--- src/rtl/cfgx_pkg.sv ---
package cfgx_pkg;

    localparam int CFG_AW     = 32;
    localparam int CFG_DW     = 32;
    localparam int SLOT_LSB   = 11;
    localparam int FUNC_LSB   = 8;
    localparam int NLINES     = 4;
    localparam logic [7:0] IRQ_ID_BASE = 8'h1b;

    typedef enum logic [1:0] {
        FMT_PASS = 2'd0,
        FMT_TYPE1 = 2'd1,
        FMT_TYPE0 = 2'd2
    } idx_fmt_e;

    typedef enum logic [1:0] {
        ST_IDLE = 2'd0,
        ST_REQ  = 2'd1,
        ST_WAIT = 2'd2
    } host_state_e;

    typedef struct packed {
        logic [CFG_AW-1:0] addr;
        logic [1:0]        size;
        logic              write;
        logic [CFG_DW-1:0] wdata;
    } cfg_req_t;

    function automatic logic [1:0] norm_size(input logic [1:0] s);
        return (s == 2'd3) ? 2'd2 : s;
    endfunction

    function automatic logic [3:0] lane_mask(input logic [1:0] s, input logic [1:0] off);
        logic [3:0] m;
        case (s)
            2'd0:    m = 4'b0001 << off;
            2'd1:    m = off[1] ? 4'b1100 : 4'b0011;
            default: m = 4'b1111;
        endcase
        return m;
    endfunction

endpackage

--- src/rtl/cfgx_index_reg.sv ---
module cfgx_index_reg
    import cfgx_pkg::*;
#(
    parameter int DW = CFG_DW
) (
    input  logic          clk,
    input  logic          rst,
    input  logic          wr_en,
    input  logic [1:0]    size,
    input  logic [1:0]    off,
    input  logic [DW-1:0] wdata,
    output logic [DW-1:0] idx_q
);
    localparam int NLANE = DW / 8;

    logic [3:0] mask;
    assign mask = lane_mask(size, off);

    for (genvar k = 0; k < NLANE; k++) begin : g_lane
        always_ff @(posedge clk) begin
            if (rst)
                idx_q[8*k +: 8] <= '0;
            else if (wr_en && mask[k])
                idx_q[8*k +: 8] <= wdata[8*k +: 8];
        end
    end


    lane_keep_chk: assert property (@(posedge clk) disable iff (rst)
        (wr_en && size == 2'd0 && off == 2'd0) |=> (idx_q[DW-1:8] == $past(idx_q[DW-1:8])));

endmodule

--- src/rtl/cfgx_xlate.sv ---
module cfgx_xlate
    import cfgx_pkg::*;
#(
    parameter int AW = CFG_AW
) (
    input  logic [AW-1:0] idx,
    input  logic [2:0]    acc_lo,
    output logic [AW-1:0] addr,
    output idx_fmt_e      fmt
);
    localparam int SW = AW - SLOT_LSB;

    logic [SW-1:0] slot_pos;
    logic          slot_hit;

    // lowest set bit among the one-hot select field, as an absolute position
    always_comb begin
        slot_pos = '1;
        slot_hit = 1'b0;
        for (int b = AW - 1; b >= SLOT_LSB; b--) begin
            if (idx[b]) begin
                slot_pos = SW'(b);
                slot_hit = 1'b1;
            end
        end
    end

    always_comb begin
        if (idx[AW-1]) begin
            fmt  = FMT_PASS;
            addr = {idx[AW-1:2], acc_lo[1:0]};
        end else if (idx[0]) begin
            fmt  = FMT_TYPE1;
            addr = {idx[AW-1:3], acc_lo};
        end else begin
            fmt  = FMT_TYPE0;
            addr = {(slot_hit ? slot_pos : {SW{1'b1}}),
                    idx[SLOT_LSB-1:FUNC_LSB], idx[7:3], acc_lo};
        end
    end

endmodule

--- src/rtl/cfgx_irq_route.sv ---
module cfgx_irq_route
    import cfgx_pkg::*;
#(
    parameter int NDEV       = 4,
    parameter int FIRST_SLOT = 13
) (
    input  logic              clk,
    input  logic              rst,
    input  logic [NDEV*4-1:0] dev_intx,
    output logic [NLINES-1:0] irq_line,
    output logic [7:0]        irq_id
);
    logic [NLINES-1:0] rot [NDEV];
    logic [NLINES-1:0] line_c;
    logic [7:0]        id_c;

    for (genvar i = 0; i < NDEV; i++) begin : g_dev
        localparam int SHIFT = (FIRST_SLOT + i) % NLINES;
        for (genvar l = 0; l < NLINES; l++) begin : g_line
            assign rot[i][l] = dev_intx[i*4 + ((l + NLINES - SHIFT) % NLINES)];
        end
    end

    always_comb begin
        line_c = '0;
        for (int i = 0; i < NDEV; i++)
            line_c |= rot[i];
        id_c = '0;
        for (int l = NLINES - 1; l >= 0; l--)
            if (line_c[l]) id_c = IRQ_ID_BASE + 8'(l);
    end

    always_ff @(posedge clk) begin
        if (rst) begin
            irq_line <= '0;
            irq_id   <= '0;
        end else begin
            irq_line <= line_c;
            irq_id   <= id_c;
        end
    end


    irq_quiet_chk: assert property (@(posedge clk) disable iff (rst)
        (dev_intx == '0) |=> (irq_line == '0));


    irq_id_range_chk: assert property (@(posedge clk) disable iff (rst)
        (irq_line != '0) |-> (irq_id >= IRQ_ID_BASE && irq_id <= IRQ_ID_BASE + 8'd3));

endmodule

--- src/rtl/cfgx_top.sv ---
module cfgx_top
    import cfgx_pkg::*;
#(
    parameter int NDEV       = 4,
    parameter int FIRST_SLOT = 13
) (
    input  logic              clk,
    input  logic              rst,
    input  logic              h_valid,
    output logic              h_ready,
    input  logic              h_sel_data,
    input  logic              h_write,
    input  logic [2:0]        h_off,
    input  logic [1:0]        h_size,
    input  logic [31:0]       h_wdata,
    output logic              h_done,
    output logic [31:0]       h_rdata,
    output logic              d_valid,
    input  logic              d_ready,
    output logic [31:0]       d_addr,
    output logic [1:0]        d_size,
    output logic              d_write,
    output logic [31:0]       d_wdata,
    input  logic              d_rvalid,
    input  logic [31:0]       d_rdata,
    input  logic [NDEV*4-1:0] dev_intx,
    output logic [3:0]        irq_line,
    output logic [7:0]        irq_id
);
    host_state_e state;
    cfg_req_t    req_q;
    logic        done_q;
    logic [31:0] rdata_q;
    logic [31:0] idx_q;
    logic [31:0] xl_addr;
    idx_fmt_e    xl_fmt;
    logic        accept;
    logic        idx_we;

    assign h_ready = (state == ST_IDLE);
    assign accept  = h_valid && h_ready;
    assign idx_we  = accept && !h_sel_data && h_write;

    cfgx_index_reg #(.DW(32)) u_idx (
        .clk   (clk),
        .rst   (rst),
        .wr_en (idx_we),
        .size  (h_size),
        .off   (h_off[1:0]),
        .wdata (h_wdata),
        .idx_q (idx_q)
    );

    cfgx_xlate #(.AW(32)) u_xl (
        .idx    (idx_q),
        .acc_lo (h_off),
        .addr   (xl_addr),
        .fmt    (xl_fmt)
    );

    cfgx_irq_route #(.NDEV(NDEV), .FIRST_SLOT(FIRST_SLOT)) u_irq (
        .clk      (clk),
        .rst      (rst),
        .dev_intx (dev_intx),
        .irq_line (irq_line),
        .irq_id   (irq_id)
    );

    always_ff @(posedge clk) begin
        if (rst) begin
            state   <= ST_IDLE;
            done_q  <= 1'b0;
            rdata_q <= '0;
            req_q   <= '0;
        end else begin
            done_q <= 1'b0;
            case (state)
                ST_IDLE: begin
                    if (accept) begin
                        if (!h_sel_data) begin
                            done_q  <= 1'b1;
                            rdata_q <= h_write ? 32'd0 : idx_q;
                        end else begin
                            req_q.addr  <= xl_addr;
                            req_q.size  <= norm_size(h_size);
                            req_q.write <= h_write;
                            req_q.wdata <= h_wdata;
                            state       <= ST_REQ;
                        end
                    end
                end
                ST_REQ: begin
                    if (d_ready) begin
                        if (req_q.write) begin
                            done_q  <= 1'b1;
                            rdata_q <= 32'd0;
                            state   <= ST_IDLE;
                        end else begin
                            state <= ST_WAIT;
                        end
                    end
                end
                ST_WAIT: begin
                    if (d_rvalid) begin
                        done_q  <= 1'b1;
                        rdata_q <= d_rdata;
                        state   <= ST_IDLE;
                    end
                end
                default: state <= ST_IDLE;
            endcase
        end
    end

    assign d_valid = (state == ST_REQ);
    assign d_addr  = req_q.addr;
    assign d_size  = req_q.size;
    assign d_write = req_q.write;
    assign d_wdata = req_q.wdata;
    assign h_done  = done_q;
    assign h_rdata = rdata_q;


    rst_clear_chk: assert property (@(posedge clk)
        rst |=> (idx_q == 32'd0 && !h_done && !d_valid));


    req_hold_chk: assert property (@(posedge clk) disable iff (rst)
        (d_valid && !d_ready) |=> (d_valid && $stable(d_addr) && $stable(d_wdata) && $stable(d_size)));


    busy_block_chk: assert property (@(posedge clk) disable iff (rst)
        d_valid |-> !h_ready);


    rd_return_chk: assert property (@(posedge clk) disable iff (rst)
        (state == ST_WAIT && d_rvalid) |=> (h_done && h_rdata == $past(d_rdata)));


    pass_fmt_chk: assert property (@(posedge clk) disable iff (rst)
        (accept && h_sel_data && xl_fmt == FMT_PASS) |=> (d_addr[31:2] == idx_q[31:2]));

endmodule

--- config.mk ---
export PLATFORM = sky130hd
export DESIGN_NAME = cfgx_top
export DESIGN_NICKNAME = d
export VERILOG_FILES = /design/src/rtl/cfgx_pkg.sv /design/src/rtl/cfgx_index_reg.sv /design/src/rtl/cfgx_xlate.sv /design/src/rtl/cfgx_irq_route.sv /design/src/rtl/cfgx_top.sv
export SDC_FILE = /design/constraint.sdc
export NUM_CORES = 1
export LEC_CHECK = 0
export ABC_AREA = 0
export BUFFER_PORTS_ARGS = -buffer_cell sky130_fd_sc_hd__buf_4
export CAP_MARGIN = 20
export CORE_MARGIN = 2
export CORE_UTILIZATION = 24
export DETAILED_ROUTE_END_ITERATION = 8
export GPL_ROUTABILITY_DRIVEN = 0
export PLACE_DENSITY = 0.44
export SYNTH_ARGS = -nofsm -noshare
export SYNTH_HDL_FRONTEND = slang
export SYNTH_SLANG_ARGS = --single-unit
--- constraint.sdc ---
create_clock -name clk -period 2 [get_ports clk]
set_input_delay 0.5 -clock clk [delete_from_list [all_inputs] [get_ports clk]]
set_output_delay 0.5 -clock clk [all_outputs]
set_load 0.01 [all_outputs]
==> Word-level counts from Yosys, hierarchy flattened <==
Cells that the tools add are included.
{ "totals": {"regBits": 146, "out_inout_bits": 114, "wordCells": 115} }
{ "op_classes": {"eq_ne": 10, "shifts": 1, "n_mux": 70, "bitwise": 3, "n_reduce_logical": 16} }
{ "op_table": {"columns": ["cell", "count"], "rows": [
  ["2-to-1 mux 21 bit", 21],
  ["2-to-1 mux 32 bit", 8],
  ["one-hot mux 32 bit (3 select lines)", 1],
  ["2-to-1 mux 1 bit", 26],
  ["2-to-1 mux 5 bit", 4],
  ["2-to-1 mux 2 bit", 6],
  ["OR 4 bit", 3],
  ["inequality test 2 x 1 -> 1 bit (second input constant)", 4],
  ["one-hot mux 4 bit (2 select lines)", 1],
  ["logical AND 1 bit", 7],
  ["one-hot mux 2 bit (3 select lines)", 1],
  ["AND reduction 6 bit", 1],
  ["== test 2 x 1 -> 1 bit (second input constant)", 2],
  ["== test 2 bit (second input constant)", 2],
  ["zero test 2 bit", 2],
  ["2-to-1 mux 4 bit", 1],
  ["inequality test 2 bit (second input constant)", 2],
  ["AND reduction 4 bit", 1],
  ["OR reduction 4 bit", 1],
  ["left shift 1 x 2 -> 4 bit (first input constant)", 1],
  ["one-hot mux 1 bit (3 select lines)", 1],
  ["AND reduction 3 bit", 1],
  ["nonzero test 3 bit", 1],
  ["OR reduction 2 bit", 1],
  ["zero test 1 bit", 1]
]} }

==> Depth between registers and ports, before layout <==
Gate-level depths: netlist (run 1).
{ "depth": {"word_depth": 24, "depth_mapped": 10} }

==> Cells and area by module <==
A second synthesis (run 1) with hierarchy kept.
{ "unflattened": {"cells_unflattened": 726, "area_unflattened_um2": 6592.6} }
{ "by_module_without_submodules": {"columns": ["module", "n_inst", "cells_per_inst", "area_each_um2"], "rows": [
  ["cfgx_top", 1, 477, 4231.6],
  ["cfgx_index_reg", 1, 144, 1486.4],
  ["cfgx_xlate", 1, 78, 548.0],
  ["cfgx_irq_route", 1, 27, 326.6]
]} }

==> Worst setup path after synthesis (run 1) <==
No wires, ideal clock.
{ "synth_timing": {"path_kind": "register -> register", "from": "register state[0]", "to": "register rdata_q[31] (netlist: h_rdata[31])", "setup_ns": 0.087, "arrival_time_ns": 2.231, "setup_slack_ns": -0.318, "stages_incl_launch_ff": 10, "path_buffers": 2, "synth_period_minus_slack_ns": 2.318, "cell_sequence": "dfxtp_1 -> inv_1 -> ha_1 -> clkbuf_1 -> inv_1 -> o221ai_1 -> a2111oi_2 -> clkbuf_1 -> nor2_1 -> a211oi_1"} }
{ "synth_between": {"elab_chain_len": 4} }
{ "synth_rtl": {"columns": ["item", "line_no", "rtl"], "rows": [
  ["start: declaration", "cfgx_top.sv:30", "host_state_e state;"],
  ["start signal: assignment", "cfgx_top.sv:71", "state <= ST_IDLE;"],
  ["start signal: assignment", "cfgx_top.sv:88", "state <= ST_REQ;"],
  ["start signal: assignment", "cfgx_top.sv:97", "state <= ST_IDLE;"],
  ["zero test 2 bit *", "cfgx_top.sv:40", "assign h_ready = (state == ST_IDLE);"],
  ["named net h_ready", "cfgx_top.sv:10", "output logic h_ready,"],
  ["logical AND 1 bit", "cfgx_top.sv:41", "assign accept = h_valid && h_ready;"],
  ["inequality test 2 x 1 -> 1 bit (no source line)", null, null],
  ["AND reduction 6 bit (no source line)", null, null],
  ["end signal: assignment", "cfgx_top.sv:82", "rdata_q <= h_write ? 32'd0 : idx_q;"],
  ["end signal: assignment", "cfgx_top.sv:106", "rdata_q <= d_rdata;"],
  ["end: declaration", "cfgx_top.sv:33", "logic [31:0] rdata_q;"]
]} }
Mark *: on every way through the listed nets, which the timed path passes. The rest lies on a longest branch.
A chain may end at the register's enable or synchronous reset.

==> Worst setup path after layout (run 1) <==
{ "layout_timing": {"from": "register u_idx.idx_q[27]", "to": "register req_q, in the netlist d_addr[11]"} }
{ "layout_between": {"elab_chain_len": 20} }
{ "layout_rtl": {"columns": ["item", "line_no", "rtl"], "rows": [
  ["start: declaration", "cfgx_index_reg.sv:12", "output logic [DW-1:0] idx_q"],
  ["start signal: indexed assignment", "cfgx_index_reg.sv:24", "idx_q[8*k +: 8] <= wdata[8*k +: 8];"],
  ["2-to-1 mux 21 bit or 2-to-1 mux 1 bit (tied branches) (17 in series)", "cfgx_xlate.sv:21", "if (idx[b]) begin"],
  ["2-to-1 mux 21 bit *", "cfgx_xlate.sv:37", "addr = {(slot_hit ? slot_pos : {SW{1'b1}}),"],
  ["2-to-1 mux 32 bit *", "cfgx_xlate.sv:32", "end else if (idx[0]) begin"],
  ["2-to-1 mux 32 bit *", "cfgx_xlate.sv:29", "if (idx[AW-1]) begin"],
  ["end: declaration", "cfgx_top.sv:31", "cfg_req_t req_q;"]
]} }
Mark *: on every way between the ends. The rest lies on a longest branch, timed or not.

==> run summary, run 1 <==
Total grt overflow = 0
Syn Std Cell Area = 5700 um2
Worst path cell trace = or4_4, or4_4, nor4_4, buf_4, buf_4, a2111oi_4, a221oi_2
Final Non-Filler Cells = 1,217
Root Driver = clkbuf_16
RSZ-0062 raised after global routing = true
Layout fillers = 2,481
R2R Setup Slk = -0.08 ns
Avg Cell Area, Syn = 8.62 um2
Global-route wire length before repair = 30,300 um
Slew @ Worst Pin = 0.593 ns
Routed length per instance = 17.7 um
CP required = 2.33 ns
Sequential share of power = 0.360
Worst hold start = h_wdata[6]
Setup TNS = -0.861 ns
DR pass1 iterations = 4
Tot Pwr = 9.47 mW
CP max stage cell = or4_4
Initial antenna violation count = 0
Largest net degree at the start of global routing = 65
Final worst slack = -0.0801 ns
R2r worst-path depth = 7
Most frequent cells in the layout = buf_4 (240), dfxtp_1 (139), nor2_1 (103)
Area Overhead vs Synth = 53.5%
Pre-CTS setup slack = -0.103 ns
Crit path launch type = flip-flop
Failing checks = negative setup slack
Critical path peak fanout = 4
Worst Hold Depth = 3
DP HPWL = 14,200 um
Final setup vio count = 17
Die width = 158 um
Comb pwr share = 0.315
Worst Path Buf+Inv = 2
Worst-Skew Late Latency = 0.42 ns
Nets = 981
Number of diodes = 0
Placed Area = 7920 um2
Die height = 158 um
I/O pin cnt = 206
GR Util All Layers = 0.159
Post-route DRC = 0
WS Path Type = reg -> reg
WHS Endpoint = u_idx.idx_q[6]$_SDFFE_PP0P_
Reg2reg end = d_addr[11]$_SDFFE_PP0P_
Drt total wl = 21,500 um
TritonCTS Sinks = 142
Clk pwr share = 0.326
CP top delay family = simple AND/OR/NAND/NOR gates
Cell-internal power = 6.34 mW
DR vias/cell = 4.57
Synth cell types = 41
Worst Path Arrival = 2.41 ns
Fmax = 481 MHz
Final worst path period share = 1.04
Vias in the first global route = 5,273
Cell count after synthesis = 662
Worst vdd ir = 500 uV
Ys Warns = 0
Iter 0 DRT Violations = 236
Placed Cells = 1,175
Number of cell rows = 56
Share of layout cells above drive strength 1 = 0.367
Reg clk slew, reported paths = 0.07 ns
Vias = 5,560
Worst Skew = 0.00861 ns
Min-Delay Path Class = in -> reg
Final Instance Area = 8760 um2
Htree depth = 4
Max stage delay on crit path = 0.53 ns
PwrDens = 1080 nW/um2
Switching share of power = 0.330
Commonest non-fill, non-tap cell in the layout = buf_4
TritonCTS clock tree = built
Seq/Total Area, Yosys = 0.498
WHS = 0.323 ns
Slew headroom = 0.601
Worst r2r src = u_idx.idx_q[27]$_SDFFE_PP0P_
Net Sw Power = 3.13 mW
Core ar. = 23,400 um2
Final hold violation count = 0
Num CTS Buffers = 17
Clk buf depth = 2
Max-cap violation count = 0
Outcome = complete, but fails checks
Port bufs = 202
Crit end category = flip-flop
Post-CTS Hold Fix Bufs = 0
Layout Utilization = 0.374
Post-synthesis register bit count = 142
Slew Viols, Final = 0
Min cycle time layout = 2.08 ns
Leak = 3.64 nW
Die area = 25,000 um2
Starting Density = 0.244
Final ANT Viol Nets = 0
[Yosys cell counts]
library cell  instances  area [um2]
a211oi_2             10         125
nor4_1                6        37.5
a31o_2                1        8.76
or2_2                 1        6.26
a22oi_1              32         240
or4_4                 1        11.3
nand3_1               2        10.0
nor3_1                6        30.0
buf_1                 5        18.8
and2_1                2        12.5
o21ai_0               7        35.0
dfxtp_1             142        2840
a221oi_1              2        17.5
nand2_2               1        6.26
conb_1                1        3.75
a21boi_0              2        15.0
o221ai_1              1        8.76
a2111oi_0             2        17.5
nor2b_1               5        31.3
o31ai_1               2        15.0
ha_1                  4        50.1
nor2_1              104         390
a2111oi_2             1        15.0
a211oi_1             41         308
mux2i_1              35         350
clkbuf_1             46         173
a311oi_1              1        8.76
a21oi_1              69         345
o21ai_1               2        10.0
and3_1                1        6.26
nor3b_1               1        7.51
o21a_1                2        15.0
nand2b_1              1        6.26
nor4_4                1        21.3
a31oi_1               2        12.5
or4_1                 3        22.5
buf_4                 4        30.0
inv_1                11        41.3
nand2_1              98         368
or3_1                 3        18.8
buf_6                 1        11.3
[flip-flops by register name, indices dropped and copies added (netlist names)]
signal / count
d_addr: 32
state: 2
d_write: 1
d_size: 2
u_irq.irq_id: 4
u_idx.idx_q: 32
d_wdata: 32
u_irq.irq_line: 4
h_rdata: 32
h_done: 1
[layout make-up]
type / count / area [um2] / share of cell area
clock buffers: 17 / 425 / 0.0486
inverters: 11 / 41.3 / 0.00471
repair buffers: 258 / 2160 / 0.247
multi-input cells: 455 / 2740 / 0.313
flip-flops and latches: 142 / 2850 / 0.325
clock inverters: 15 / 139 / 0.0159
well taps: 319 / 399 / 0.0456
[worst reg2reg max path: stages, from the launching register on]
cell and delay [ns]:
dfxtp_2 0.31, or4_4 0.53, or4_4 0.44, nor4_4 0.13, buf_4 0.17, buf_4 0.12, a2111oi_4 0.06, a221oi_2 0.23
[metal layers]
layer	routed length, um	track usage	vias to the layer above
li1	-	-	2751
met1	9860	0.205	2648
met2	10100	0.258	145
met3	1370	0.0485	16
met4	199	0.0412	0
met5	0	0	-
[how the worst max path moves through the flow]
stage	startpoint	endpoint	depth (start not counted)
floorplan	u_idx.idx_q[27]$_SDFFE_PP0P_	d_addr[18]$_SDFFE_PP0P_	6
global placement	u_idx.idx_q[27]$_SDFFE_PP0P_	d_addr[11]$_SDFFE_PP0P_	5
detailed placement	u_idx.idx_q[27]$_SDFFE_PP0P_	d_addr[11]$_SDFFE_PP0P_	5
CTS	u_idx.idx_q[27]$_SDFFE_PP0P_	d_addr[11]$_SDFFE_PP0P_	5
global route	u_idx.idx_q[27]$_SDFFE_PP0P_	d_addr[18]$_SDFFE_PP0P_	7
finish	u_idx.idx_q[27]$_SDFFE_PP0P_	d_addr[11]$_SDFFE_PP0P_	7
[what timing repair did]
action,4_1_cts,5_1_grt
cloned,0,5
pin swaps,1,12
resized for setup,8,27
setup endpoints to repair,54,83
setup buffers,0,5
[power groups by stage]
| stage | sequential (mW) | combinational [mW] | clock (mW) |
|---|---|---|---|
| after floorplan | 3.60 | 1.18 | 0 |
| after global placement | 3.46 | 2.52 | 0 |
| after detailed placement | 3.46 | 2.53 | 0 |
| after CTS | 3.40 | 2.55 | 3.16 |
| after global routing | 3.45 | 3.24 | 3.28 |
| final | 3.40 | 2.98 | 3.08 |
[logic make-up (layout without fill, tap and decap cells)]
group,count (synthesis),count (layout),synth area share
AO/OA/AOI/OAI,177,177,0.210
adder cells (fa/ha/maj),4,4,0.00877
buffers and inverters,67,301,0.0480
flip-flops,142,142,0.498
multiplexers,35,35,0.0614
other,1,3,0.000657
AND/OR/NAND/NOR,236,236,0.173
(Power assumes the default switching activity.)
==> run 2: changes to the inputs <==
--- a/config.mk
+++ b/config.mk
@@ -10,6 +10,7 @@
 export CAP_MARGIN = 20
 export CORE_MARGIN = 2
 export CORE_UTILIZATION = 24
+export CTS_BUF_LIST = sky130_fd_sc_hd__clkbuf_8
 export DETAILED_ROUTE_END_ITERATION = 8
 export GPL_ROUTABILITY_DRIVEN = 0
 export PLACE_DENSITY = 0.44
==> run summary, run 2 (synthesized netlist as in run 1, its figures left out) <==
DR pass1 iterations = 5 (+1)
Area Overhead vs Synth = 51.7%
Setup TNS = -0.746 ns (+0.115 ns)
Initial antenna violation count = 0 (unchanged)
CP required = 2.35 ns (+0.02 ns)
Share of layout cells above drive strength 1 = 0.391 (+0.0238)
PwrDens = 1010 nW/um2 (-7.0%)
Sequential share of power = 0.392 (+0.032)
Slew headroom = 0.601 (about the same)
Number of cell rows = 56 (unchanged)
Worst Path Arrival = 2.44 ns (+0.03 ns)
GR Util All Layers = 0.159 (-0.000415)
Leak = 3.58 nW (-1.8%)
Comb pwr share = 0.351 (+0.036)
Clk pwr share = 0.257 (-0.069)
Min cycle time layout = 2.09 ns (+0.00679 ns)
Slew @ Worst Pin = 0.593 ns (-0.000672 ns)
Reg2reg end = d_addr[11]$_SDFFE_PP0P_
Port bufs = 202 (unchanged)
Final ANT Viol Nets = 0 (unchanged)
Worst Hold Depth = 3 (unchanged)
Final worst path period share = 1.04 (+0.00339)
Most frequent cells in the layout = buf_4 (238), dfxtp_1 (139), nand2_1 (98)
Starting Density = 0.244 (unchanged)
Total grt overflow = 0 (unchanged)
Routed length per instance = 17.7 um (+0.38%)
Worst vdd ir = 331 uV (-34%)
Worst hold start = h_wdata[6]
Number of diodes = 0 (unchanged)
Final setup vio count = 17 (unchanged)
Switching share of power = 0.353 (+0.0223)
Final worst slack = -0.0869 ns (-0.00679 ns)
Critical path peak fanout = 4 (unchanged)
I/O pin cnt = 206 (unchanged)
Max-cap violation count = 0 (unchanged)
Final hold violation count = 0 (unchanged)
Htree depth = 4 (unchanged)
WS Path Type = reg -> reg
Post-CTS Hold Fix Bufs = 0 (unchanged)
Root Driver = clkbuf_8
Slew Viols, Final = 0 (unchanged)
Failing checks = negative setup slack
Fmax = 479 MHz (-0.33%)
Cell-internal power = 5.63 mW (-11%)
Worst r2r src = u_idx.idx_q[27]$_SDFFE_PP0P_
Worst-Skew Late Latency = 0.45 ns (+0.03 ns)
Outcome = complete, but fails checks
Iter 0 DRT Violations = 261 (+11%)
Vias in the first global route = 5,246 (-0.51%)
WHS Endpoint = u_idx.idx_q[6]$_SDFFE_PP0P_
Num CTS Buffers = 17 (unchanged)
Die width = 158 um (unchanged)
DR vias/cell = 4.58 (+0.32%)
Drt total wl = 21,600 um (+0.30%)
Commonest non-fill, non-tap cell in the layout = buf_4
RSZ-0062 raised after global routing = true
DP HPWL = 14,200 um (unchanged)
Crit end category = flip-flop
TritonCTS Sinks = 142 (unchanged)
Largest net degree at the start of global routing = 65 (unchanged)
Reg clk slew, reported paths = 0.09 ns (+0.02 ns)
Vias = 5,573 (+0.23%)
TritonCTS clock tree = built
Core ar. = 23,400 um2 (unchanged)
Die height = 158 um (unchanged)
R2r worst-path depth = 5 (-2)
Net Sw Power = 3.07 mW (-1.9%)
WHS = 0.293 ns (-0.0301 ns)
Clk buf depth = 2 (unchanged)
Min-Delay Path Class = in -> reg
Pre-CTS setup slack = -0.103 ns (unchanged)
Nets = 980 (-0.10%)
Post-route DRC = 0 (unchanged)
Worst Skew = 0.0132 ns (+0.00464 ns)
Global-route wire length before repair = 30,200 um (-0.36%)
Crit path launch type = flip-flop
R2R Setup Slk = -0.09 ns (about the same)
Die area = 25,000 um2 (unchanged)
## run 2: worst max-delay path, stage by stage, from the launching register on
cell and delay (ns):
dfxtp_2 0.32, or4_4 0.53, or4_4 0.44, nor4_4 0.24, a2111oi_0 0.19, a221oi_1 0.29
## run 2: through the flow
step | utilization | instances | total power [mW] | instance area [um2]
2_1_floorplan | - | 664 | 4.77 | 5770
3_3_place_gp | 0.338 | 1175 | 5.98 | 7920
3_5_place_dp | 0.338 | 1175 | 5.99 | 7920
4_1_cts | 0.356 | 1207 | 8.28 | 8330
5_1_grt | 0.370 | 1216 | 9.23 | 8650
6_report | 0.370 | 1216 | 8.70 | 8650
## run 2: layer usage
metal / global-route usage / routed length (um)
met4: 0.0369 / 150
met1: 0.205 / 9690
met2: 0.257 / 10300
met3: 0.0509 / 1450
met5: 0 / 0
## run 2: final cells by class
type / instances / area, um2
inverter: 11 / 43.8
clock buffer: 17 / 234
timing repair buffer: 257 / 2160
sequential: 142 / 2850
tap: 319 / 399
fill: 2492 / 14800
clock inverter: 15 / 139
multi-input combinational: 455 / 2830
## run 2: power by group through the flow
| stage | registers (mW) | logic, mW | clock network [mW] |
|---|---|---|---|
| after floorplan | 3.60 | 1.18 | 0 |
| after global placement | 3.46 | 2.52 | 0 |
| after detailed placement | 3.46 | 2.53 | 0 |
| after CTS | 3.40 | 2.55 | 2.32 |
| after global routing | 3.46 | 3.32 | 2.45 |
| final | 3.41 | 3.05 | 2.24 |
## run 2: worst max-delay path by stage
stage                                   end  cells after the start                    startpoint  slack (ns)
global route        d_addr[11]$_SDFFE_PP0P_                      5  u_idx.idx_q[27]$_SDFFE_PP0P_       -0.22
finish              d_addr[11]$_SDFFE_PP0P_                      5  u_idx.idx_q[27]$_SDFFE_PP0P_       -0.09
floorplan           d_addr[18]$_SDFFE_PP0P_                      6  u_idx.idx_q[27]$_SDFFE_PP0P_       -0.02
CTS                 d_addr[11]$_SDFFE_PP0P_                      5  u_idx.idx_q[27]$_SDFFE_PP0P_        -0.1
global placement    d_addr[11]$_SDFFE_PP0P_                      5  u_idx.idx_q[27]$_SDFFE_PP0P_       -0.08
detailed placement  d_addr[11]$_SDFFE_PP0P_                      5  u_idx.idx_q[27]$_SDFFE_PP0P_       -0.10
## run 2: repair_timing
action,CTS,global route
setup endpoints to repair,59,83
pin swaps,1,27
gates resized for setup,9,49
setup buffers,0,4
gates cloned,0,5
==> run 3: changes to the inputs <==
--- a/config.mk
+++ b/config.mk
@@ -13,7 +13,7 @@
 export CTS_BUF_LIST = sky130_fd_sc_hd__clkbuf_8
 export DETAILED_ROUTE_END_ITERATION = 8
 export GPL_ROUTABILITY_DRIVEN = 0
-export PLACE_DENSITY = 0.44
+export PLACE_DENSITY = 0.43
 export SYNTH_ARGS = -nofsm -noshare
 export SYNTH_HDL_FRONTEND = slang
 export SYNTH_SLANG_ARGS = --single-unit
==> constraint.sdc (replaced) <==
create_clock -name clk -period 2.36 [get_ports clk]
set_input_delay 0.59 -clock clk [delete_from_list [all_inputs] [get_ports clk]]
set_output_delay 0.59 -clock clk [all_outputs]
set_load 0.01 [all_outputs]
==> run summary, run 3 (synthesized netlist as in run 1, its figures left out) <==
DR vias/cell = 4.49 (-2.0%)
Final setup vio count = 0 (-17)
Num CTS Buffers = 17 (unchanged)
TritonCTS Sinks = 142 (unchanged)
Worst Path Arrival = 2.49 ns (+0.05 ns)
Total grt overflow = 0 (unchanged)
Clk buf depth = 2 (unchanged)
Worst hold start = h_wdata[6]
Port bufs = 202 (unchanged)
WHS = 0.386 ns (+0.0925 ns)
Number of diodes = 0 (unchanged)
I/O pin cnt = 206 (unchanged)
Nets = 962 (-1.8%)
Vias = 5,381 (-3.4%)
Die area = 25,000 um2 (unchanged)
Worst vdd ir = 371 uV (+12%)
Most frequent cells in the layout = buf_4 (232), dfxtp_1 (142), nor2_1 (103)
Area Overhead vs Synth = 44.1%
Setup TNS = 0 ns (+0.746 ns)
Outcome = completed
Drt total wl = 20,000 um (-7.2%)
Cell-internal power = 4.71 mW (-16%)
DR pass1 iterations = 6 (+1)
Die width = 158 um (unchanged)
Worst r2r src = u_idx.idx_q[24]$_SDFFE_PP0P_
Min cycle time layout = 2.14 ns (+0.0503 ns)
Vias in the first global route = 5,355 (+2.1%)
Share of layout cells above drive strength 1 = 0.332 (-0.0591)
Worst Skew = 0.0195 ns (+0.00630 ns)
Worst-Skew Late Latency = 0.45 ns (about the same)
Htree depth = 4 (unchanged)
CP startpoint = u_idx.idx_q[24]$_SDFFE_PP0P_
Slew headroom = 0.451 (-0.150)
Iter 0 DRT Violations = 265 (+1.5%)
TritonCTS clock tree = built
Initial antenna violation count = 0 (unchanged)
Final ANT Viol Nets = 0 (unchanged)
DP HPWL = 14,200 um (+0.40%)
Global-route wire length before repair = 30,600 um (+1.3%)
Root Driver = clkbuf_8
Switching share of power = 0.329 (-0.0242)
Commonest non-fill, non-tap cell in the layout = buf_4
Layout fillers = 2,538 (+1.8%)
Core ar. = 23,400 um2 (unchanged)
Sequential share of power = 0.412 (+0.020)
Leak = 3.43 nW (-4.0%)
Multi-input gate area = 2640 um2 (-6.8%)
Reg area = 2840 um2 (-0.22%)
Comb pwr share = 0.289 (-0.062)
Max-cap violation count = 0 (unchanged)
WS Path Type = reg -> reg
Post-CTS Hold Fix Bufs = 0 (unchanged)
Net Sw Power = 2.30 mW (-25%)
Die height = 158 um (unchanged)
Min-Delay Path Class = in -> reg
CP required = 2.72 ns (+0.37 ns)
Largest net degree at the start of global routing = 65 (unchanged)
Reg clk slew, reported paths = 0.09 ns (about the same)
Fmax = 468 MHz (-2.4%)
Routed length per instance = 16.7 um (-5.8%)
RSZ-0062 raised after global routing = false
Final hold violation count = 0 (unchanged)
Slew @ Worst Pin = 0.823 ns (+0.230 ns)
Crit path launch type = flip-flop
Clk pwr share = 0.299 (+0.042)
Final worst path period share = 0.906 (-0.138)
Post-route DRC = 0 (unchanged)
PwrDens = 853 nW/um2 (-15%)
Crit end category = flip-flop
Number of cell rows = 56 (unchanged)
GR Util All Layers = 0.160 (+0.00182)
Critical path peak fanout = 10 (+6)
Starting Density = 0.244 (unchanged)
Slew Viols, Final = 0 (unchanged)
-- run 3: path summary, 6_finish.rpt --
kind / slack (ns) / cells after the start / to
setup / recovery: 0.22 / 6 / d_addr[17]$_SDFFE_PP0P_
hold / removal: 0.39 / 3 / u_idx.idx_q[6]$_SDFFE_PP0P_
setup reg to reg: 0.22 / 6 / d_addr[17]$_SDFFE_PP0P_
hold reg to reg: 0.46 / 2 / d_wdata[21]$_SDFFE_PP0P_
-- run 3: power by group through the flow --
stage          clock, mW  combinational, mW  sequential, mW
2_1_floorplan          0              0.933            3.05
3_3_place_gp           0               2.07            2.94
3_5_place_dp           0               2.06            2.94
4_1_cts             2.19               2.06            2.89
5_1_grt             2.26               2.25            2.93
6_report            2.10               2.03            2.89
-- run 3: area by class of cell --
| class | instances | area share |
|---|---|---|
| timing repair buffer | 239 | 0.229 |
| multi-input combinational | 455 | 0.321 |
| sequential | 142 | 0.346 |
| clock buffer | 18 | 0.0301 |
| inverter | 11 | 0.00502 |
| clock inverter | 14 | 0.0202 |
| tap | 319 | 0.0486 |
-- run 3: through the flow --
| step | util | total power, mW | instance area (um2) | instances | worst slack (ns) |
|---|---|---|---|---|---|
| floorplan | - | 3.98 | 5710 | 664 | 0.0419 |
| global placement | 0.333 | 5.01 | 7790 | 1166 | 0.166 |
| detailed placement | 0.333 | 5.00 | 7790 | 1166 | 0.108 |
| CTS | 0.351 | 7.14 | 8210 | 1198 | 0.104 |
| global route | 0.351 | 7.44 | 8220 | 1198 | 0.0190 |
| finish | 0.351 | 7.01 | 8220 | 1198 | 0.223 |
-- run 3: layer usage --
layer | vias up | GRT usage | routed length, um
met5 | - | 0 | 0
met4 | 0 | 0.0420 | 246
met3 | 14 | 0.0482 | 1310
met2 | 148 | 0.263 | 9390
met1 | 2512 | 0.205 | 9060
li1 | 2707 | - | -
-- run 3: what timing repair did --
item / in CTS / in global routing
endpoints found under the setup margin: 0 / 9
endpoints found under the hold margin: 0 / 0
buffers inserted: 0 / 0
resized for setup: 0 / 2
-- run 3: critical path: stages (launching register included) --
cell      delay [ns]
dfxtp_1         0.31
or4_1           0.54
or4_4           0.45
nor4_4          0.25
nand2_2         0.13
buf_12          0.18
a211oi_1        0.19
